===== config.mk =====
export PLATFORM = sky130hd
export DESIGN_NAME = can_crc15
export DESIGN_NICKNAME = d
export VERILOG_FILES = /design/src/rtl/can_crc15_pkg.sv /design/src/rtl/crc15_next.sv /design/src/rtl/crc15_state.sv /design/src/rtl/crc15_judge.sv /design/src/rtl/can_crc15.sv
export SDC_FILE = /design/constraint.sdc
export NUM_CORES = 1
export LEC_CHECK = 0
export ABC_AREA = 1
export ABC_CLOCK_PERIOD_IN_PS = 1700
export BUFFER_PORTS_ARGS = -buffer_cell sky130_fd_sc_hd__buf_2
export CORE_MARGIN = 2
export CORE_UTILIZATION = 52
export CTS_CLUSTER_SIZE = 10
export DETAILED_ROUTE_END_ITERATION = 12
export PLACE_DENSITY_LB_ADDON = 0.2
export SKIP_CTS_REPAIR_TIMING = 1
export SYNTH_ARGS = -nofsm -noshare
export SYNTH_HDL_FRONTEND = slang
export SYNTH_HIERARCHICAL = 1
export SYNTH_SLANG_ARGS = --single-unit

===== constraint.sdc =====
create_clock -name clk -period 1.7 [get_ports clk]
set_input_delay 0.34 -clock clk [delete_from_list [all_inputs] [get_ports clk]]
set_output_delay 0.34 -clock clk [all_outputs]
set_load 0.005 [all_outputs]

===== src/rtl/can_crc15_pkg.sv =====
// Package: shared defaults and types for the serial CRC-15 engine.
// Assumes: a degree-15 generator written without its x^15 term.
package can_crc15_pkg;
    localparam int          CRC_W_DEF = 15;
    localparam logic [14:0] POLY_DEF  = 15'h4599;

    // Register-update select for the state register
    typedef enum logic [1:0] {
        UPD_HOLD  = 2'd0,
        UPD_SHIFT = 2'd1,
        UPD_CLEAR = 2'd2
    } upd_e;
endpackage


===== src/rtl/crc15_next.sv =====
// Module: crc15_next
// Purpose: combinational next value of the CRC register for one input bit.
// Assumes: the register bit W-1 is the oldest term; POLY omits the top term.
module crc15_next #(
    parameter int             W    = 15,
    parameter logic [W-1:0]   POLY = 15'h4599
) (
    input  logic [W-1:0] cur,
    input  logic         din,
    output logic [W-1:0] nxt
);
    logic fb;

    // Feedback term: incoming bit against the outgoing register bit
    assign fb = din ^ cur[W-1];

    // One XOR tap per register bit, present only where POLY has a one
    genvar gi;
    generate
        for (gi = 0; gi < W; gi++) begin : g_tap
            if (gi == 0) begin : g_low
                if (POLY[0]) begin : g_x
                    assign nxt[0] = fb;
                end else begin : g_z
                    assign nxt[0] = 1'b0;
                end
            end else begin : g_up
                if (POLY[gi]) begin : g_x
                    assign nxt[gi] = cur[gi-1] ^ fb;
                end else begin : g_z
                    assign nxt[gi] = cur[gi-1];
                end
            end
        end
    endgenerate
endmodule


===== src/rtl/crc15_state.sv =====
// Module: crc15_state
// Purpose: the CRC register with clear, shift and hold selection.
// Assumes: synchronous active-low reset; clear wins over shift.
module crc15_state
    import can_crc15_pkg::*;
#(
    parameter int W = 15
) (
    input  logic         clk,
    input  logic         rst_n,
    input  upd_e         upd,
    input  logic [W-1:0] nxt,
    output logic [W-1:0] q
);
    // Register update according to the selected action
    always_ff @(posedge clk) begin
        if (!rst_n) begin
            q <= '0;
        end else begin
            unique case (upd)
                UPD_CLEAR: q <= '0;
                UPD_SHIFT: q <= nxt;
                default:   q <= q;
            endcase
        end
    end
endmodule


===== src/rtl/crc15_judge.sv =====
// Module: crc15_judge
// Purpose: samples the zero test of the register into a sticky error flag.
// Assumes: the sample strobe arrives at the check delimiter, after the
//          received check bits have been shifted in.
module crc15_judge #(
    parameter int W = 15
) (
    input  logic         clk,
    input  logic         rst_n,
    input  logic         clr,
    input  logic         sample,
    input  logic [W-1:0] crc,
    output logic         err
);
    logic nonzero;

    // Zero detect over the full register
    assign nonzero = |crc;

    // Error flag: loaded on sample, cleared on frame start or reset
    always_ff @(posedge clk) begin
        if (!rst_n)      err <= 1'b0;
        else if (clr)    err <= 1'b0;
        else if (sample) err <= nonzero;
    end
endmodule


===== src/rtl/can_crc15.sv =====
// Module: can_crc15 (top)
// Purpose: bit-serial CRC-15 over a destuffed frame stream.
//   - Sending: raise freeze after the data field and read crc_value MSB first.
//   - Receiving: keep feeding through the check field, then pulse crc_sample.
// Assumes: no stuff bits at bit_in; at most one bit per cycle.
module can_crc15
    import can_crc15_pkg::*;
#(
    parameter int               W    = CRC_W_DEF,
    parameter logic [W-1:0]     POLY = POLY_DEF
) (
    input  logic         clk,
    input  logic         rst_n,
    input  logic         frame_clr,
    input  logic         bit_valid,
    input  logic         bit_in,
    input  logic         freeze,
    input  logic         crc_sample,
    output logic [W-1:0] crc_value,
    output logic         crc_error
);
    logic [W-1:0] crc_q;
    logic [W-1:0] crc_nxt;
    upd_e         upd;

    // Action select: clear beats shift; freeze or idle means hold
    always_comb begin
        if (frame_clr)                  upd = UPD_CLEAR;
        else if (bit_valid && !freeze)  upd = UPD_SHIFT;
        else                            upd = UPD_HOLD;
    end

    crc15_next #(.W(W), .POLY(POLY)) u_next (
        .cur (crc_q),
        .din (bit_in),
        .nxt (crc_nxt)
    );

    crc15_state #(.W(W)) u_state (
        .clk   (clk),
        .rst_n (rst_n),
        .upd   (upd),
        .nxt   (crc_nxt),
        .q     (crc_q)
    );

    crc15_judge #(.W(W)) u_judge (
        .clk    (clk),
        .rst_n  (rst_n),
        .clr    (frame_clr),
        .sample (crc_sample),
        .crc    (crc_q),
        .err    (crc_error)
    );

    // Output the register directly for MSB-first transmission
    assign crc_value = crc_q;
endmodule


# Word-level counts from Yosys, hierarchy flattened
# Cells that the tools add are included.
[classes] eq_ne=2 muxes=3 bitwise=8 n_reduce_logical=5
[ops] op="$pmux W15 S2" n=1
[ops] op="$reduce_or A15 Y1" n=1
[ops] op="$xor A1 B1 Y1" n=7
[ops] op="$eq A2 B1 Y1 const B" n=1
[ops] op="$eq A2 B2 Y1 const B" n=1
[ops] op="$mux W2" n=1
[ops] op="$reduce_bool A2 Y1" n=1
[ops] op="$reduce_or A2 Y1" n=1
[ops] op="$logic_and A1 B1 Y1" n=1
[ops] op="$logic_not A1 Y1" n=1
[ops] op="$mux W1" n=1
[ops] op="$not A1 Y1" n=1
[word_totals] register_bits=16 inputBits=7 wordCells=20

# Logic depth before layout (Yosys ltp)
[logic_depth] word_depth=6 ltp_mapped=9 ltp_nobuf=7

# Cells and area by module
# Netlist, hierarchy kept.
[by_module_without_submodules] module="crc15_state" instances=1 cells_per_inst=69 area_per_inst_um2=675.6 seq_area_each_um2=300.3
[by_module_without_submodules] module="crc15_next" instances=1 cells_per_inst=40 area_per_inst_um2=198.9 seq_area_each_um2=0.0
[by_module_without_submodules] module="crc15_judge" instances=1 cells_per_inst=19 area_per_inst_um2=92.6 seq_area_each_um2=20.0
[by_module_without_submodules] module="can_crc15" instances=1 cells_per_inst=3 area_per_inst_um2=13.8 seq_area_each_um2=0.0

# Worst setup path before layout
# Ideal clock, no wire load.
[synth_timing] kind="input to register" from="input port freeze" to="register u_state.q[0]" setup_ns=0.066 arrival_time_ns=1.217 required_ns=1.634 slack_ns=0.416 path_stages=9 n_path_buf=2 path_cell_list="inv_1 -> nand2_1 -> nor2_2 -> ha_1 -> buf_6 -> inv_4 -> buf_12 -> nand3_2 -> a21oi_2"
[synth_via] elab_chain_len=6 word_cells_on_any_way=8 cone_classes="2 x eq/ne; 3 x mux; 3 x reduce/logical"
[synth_lines] item="from (decl)" line_no="can_crc15.sv:17" source="input logic freeze,"
[synth_lines] item="$logic_not A1 Y1 (*)" line_no="can_crc15.sv:29" source="else if (bit_valid && !freeze) upd = UPD_SHIFT;"
[synth_lines] item="$logic_and A1 B1 Y1 (*)" line_no="can_crc15.sv:29"
[synth_lines] item="$mux W1 (*)" line_no="can_crc15.sv:29"
[synth_lines] item="$mux W2 (*)" line_no="can_crc15.sv:28" source="if (frame_clr) upd = UPD_CLEAR;"
[synth_lines] item="net upd[0]" line_no="can_crc15.sv:24" source="upd_e upd;"
[synth_lines] item="$eq A2 B1 Y1 or $eq A2 B2 Y1 (tied branches)" line_no="crc15_state.sv:20" source="unique case (upd)"
[synth_lines] item="$pmux W15 S2 or $reduce_bool A2 Y1 (tied branches)"
[synth_lines] item="to (signal assigned)" line_no="crc15_state.sv:22" source="UPD_SHIFT: q <= nxt;"
[synth_lines] item="to (signal assigned)" line_no="crc15_state.sv:23" source="default: q <= q;"
[synth_lines] item="to (decl)" line_no="crc15_state.sv:13" source="output logic [W-1:0] q"
# The timed path passes the listed nets; every way through them passes the cells marked *.
# A chain may end at the register's enable or synchronous reset.

# Worst setup path in the final report
[layout_timing] from="register u_state.q[14]" to="output port crc_value[14]"
[layout_lines] item="to (decl)" line_no="can_crc15.sv:19" source="output logic [W-1:0] crc_value,"
# No word-level cell between the ends.

==> impl_metrics.toml <==
[critical_path]
worst_ep_required_time_ns = 1.36
path_max_fanout = 6
critPathCaptureType = "output port"
path_cells = "buf_2"
crit_type = "flip-flop to output port"
r2r-start = "u_state/q[14]$_SDFFE_PN0P_"
cp-start-kind = "flip-flop"
reg2reg_depth = 6
path_delay_family = "flip-flops"
path_buf_inv = 1
worstPathArrival_ns = 0.86
cp_slowest_stage_delay_ns = 0.43
r2r-end = "u_state/q[7]$_SDFFE_PN0P_"
crit_slowest_cell = "dfxtp_1"
r2r_slack_ns = 0.54

[global_routing]
antenna_found_initial = 0
grt_max_degree = 16
grt_overflow = 0
grt_pass1_wl_um = 3220
grt_usage = 0.199
grt_pass1_vias = 767

[clock_tree]
cts_max_level = 1
clk_pin_slew_ns = 0.09
tritoncts = "built"
clk_latency_ns = 0.29
root_buffer = "clkbuf_4"
cts.sinks = 16
clock_path_buffers = 2
numCtsBuffers = 3

[flow_run]
maxCapViolations = 0

[synthesis]
avgSynthCellArea_sq_um = 7.49
yosysWarnings = 6
synth_commonest_cells = "nand2_1 (31), nand3_1 (17), dfxtp_1 (16), inv_1 (13)"
synthesis.instances = 131
synth-seq-cells = 16
seq_area_frac_synth = 0.327
yosysMostFrequentCell = "nand2_1"
ys_types = 17
yosysTopAreaCell = "dfxtp_1"
synth_edf_count = 0
yosysTopAreaCellShare = 0.327
synth_top_flop_cell = "dfxtp_1"
ys_async_sr_fraction = 0
syn_area_sq_um = 981
synthTopCellsByArea = "dfxtp_1 (33%), nand2_1 (12%), nand3_2 (10%), a21oi_2 (8.9%), nand3_1 (8.7%)"
syn_nets = 139

[timing]
tightest_slew_ns = 0.270
skew_ns = 0.00593
finalHoldViolCount = 0
rsz0062_at_grt = "no"
finalCritPeriodShare = 0.708
setup_tns_ns = 0
final_max_slew_viol_count = 0
setup_ws_ns = 0.497
min_period_ns = 1.20
final-setup-viol-count = 0
slew_headroom = 0.820
fmax_mhz = 831

[pwr]
cellPowerDensity_nw_per_um2 = 632
cellLeakagePower_uw = 0.000449
max-vdd-ir-drop_v = 0.000425

[routing]
wl_per_cell_um = 11.5
first_pass_iters = 4
drc = 0
postRouteAntennaNets = 0
vias = 855
drt_iter0_markers = 25
via_per_inst = 5.03
routed_wl_um = 1950

[status]
run_status = "complete, no violations"

[finish]
drive_above_1_share = 0.345
filler_cell_count = 170
num_antenna_cells = 0
nets = 155
stdcell_area_sq_um = 1040
area_growth_pct = 6.50

[die]
die_h_um = 47.4
core_sq_um = 1750
row_count = 15
die_w_um = 47.4
start_util = 0.562
die_area_sq_um = 2250
num_io_pins = 23

[placed_design]
dp_hpwl_um = 1440
dpl_cell_area_sq_um = 1020
io_buffers = 22
post-place-ws_ns = 0.272
gp_congestion = 0.837

[hold_path]
hold_start = "rst_n"
hold_path_class = "input port to flip-flop"
min_path_cells = 3
min_to = "u_judge/err$_SDFFE_PP0P_"
==> metal layers <==
layer | vias to the layer above | GRT usage | routed length (um)
li1 | 446 | - | -
met1 | 387 | 0.258 | 912
met2 | 19 | 0.327 | 930
met3 | 3 | 0.0679 | 96
met4 | 0 | 0.0333 | 8
met5 | - | 0 | 0
==> cells by family (layout without fill, tap and decap cells) <==
family	count (synthesis)	in the layout	share of synthesized area
DFF	16	16	0.327
AOI/OAI and AO/OA	17	17	0.128
and+or+nand+nor	69	69	0.352
adders and majority gates	1	1	0.0128
buffers and inverters	28	42	0.181
==> report_power, final <==
| group | total, uW | internal, uW | leakage [uW] | switching, uW |
|---|---|---|---|---|
| registers | 379 | 377 | 0.000129 | 2.28 |
| logic | 84.1 | 26.9 | 0.000306 | 57.2 |
| clock network | 197 | 82.4 | 0.0000138 | 114 |
==> layout by cell type, fill, tap and decap left out <==
| cell type | n |
|---|---|
| inv_1 | 13 |
| a21oi_1 | 6 |
| clkbuf_4 | 3 |
| buf_4 | 3 |
| dfxtp_1 | 16 |
| a21oi_2 | 10 |
| o211ai_1 | 1 |
| nand2_1 | 31 |
| nand3_1 | 17 |
| ha_1 | 1 |
| buf_2 | 22 |
| nor2_2 | 1 |
| nor2_1 | 10 |
| nand3_2 | 10 |
| inv_4 | 1 |
==> how the worst max path moves through the flow <==
stage	startpoint	end	slack [ns]	depth (start not counted)
floorplan	freeze	u_state/q[0]$_SDFFE_PN0P_	0.42	9
global placement	bit_valid	u_state/q[2]$_SDFFE_PN0P_	0.30	7
detailed placement	bit_valid	u_state/q[6]$_SDFFE_PN0P_	0.27	7
CTS	u_state/q[14]$_SDFFE_PN0P_	crc_value[14]	0.49	1
global route	u_state/q[14]$_SDFFE_PN0P_	u_state/q[14]$_SDFFE_PN0P_	0.39	6
finish	u_state/q[14]$_SDFFE_PN0P_	crc_value[14]	0.50	1
==> sequential cells by signal (all words and copies together), names as in the netlist <==
name	cells
u_state/q	15
u_judge/err	1
==> through the flow <==
stage	cells	utilization	total power [uW]	hold WS [ns]
2_1_floorplan	131	-	465	0.478
3_3_place_gp	167	0.586	470	0.487
3_5_place_dp	167	0.586	471	0.496
4_1_cts	170	0.599	667	0.320
5_1_grt	170	0.599	694	0.320
6_report	170	0.599	660	0.321
==> area by class of cell <==
class	instances	area (sq um)	area share
multi-input combinational	87	483	0.462
sequential	16	320	0.307
timing repair buffer	25	133	0.127
inverter	14	55.1	0.0527
tap	25	31.3	0.0299
clock buffer	3	22.5	0.0216
(Power assumes the default switching activity.)
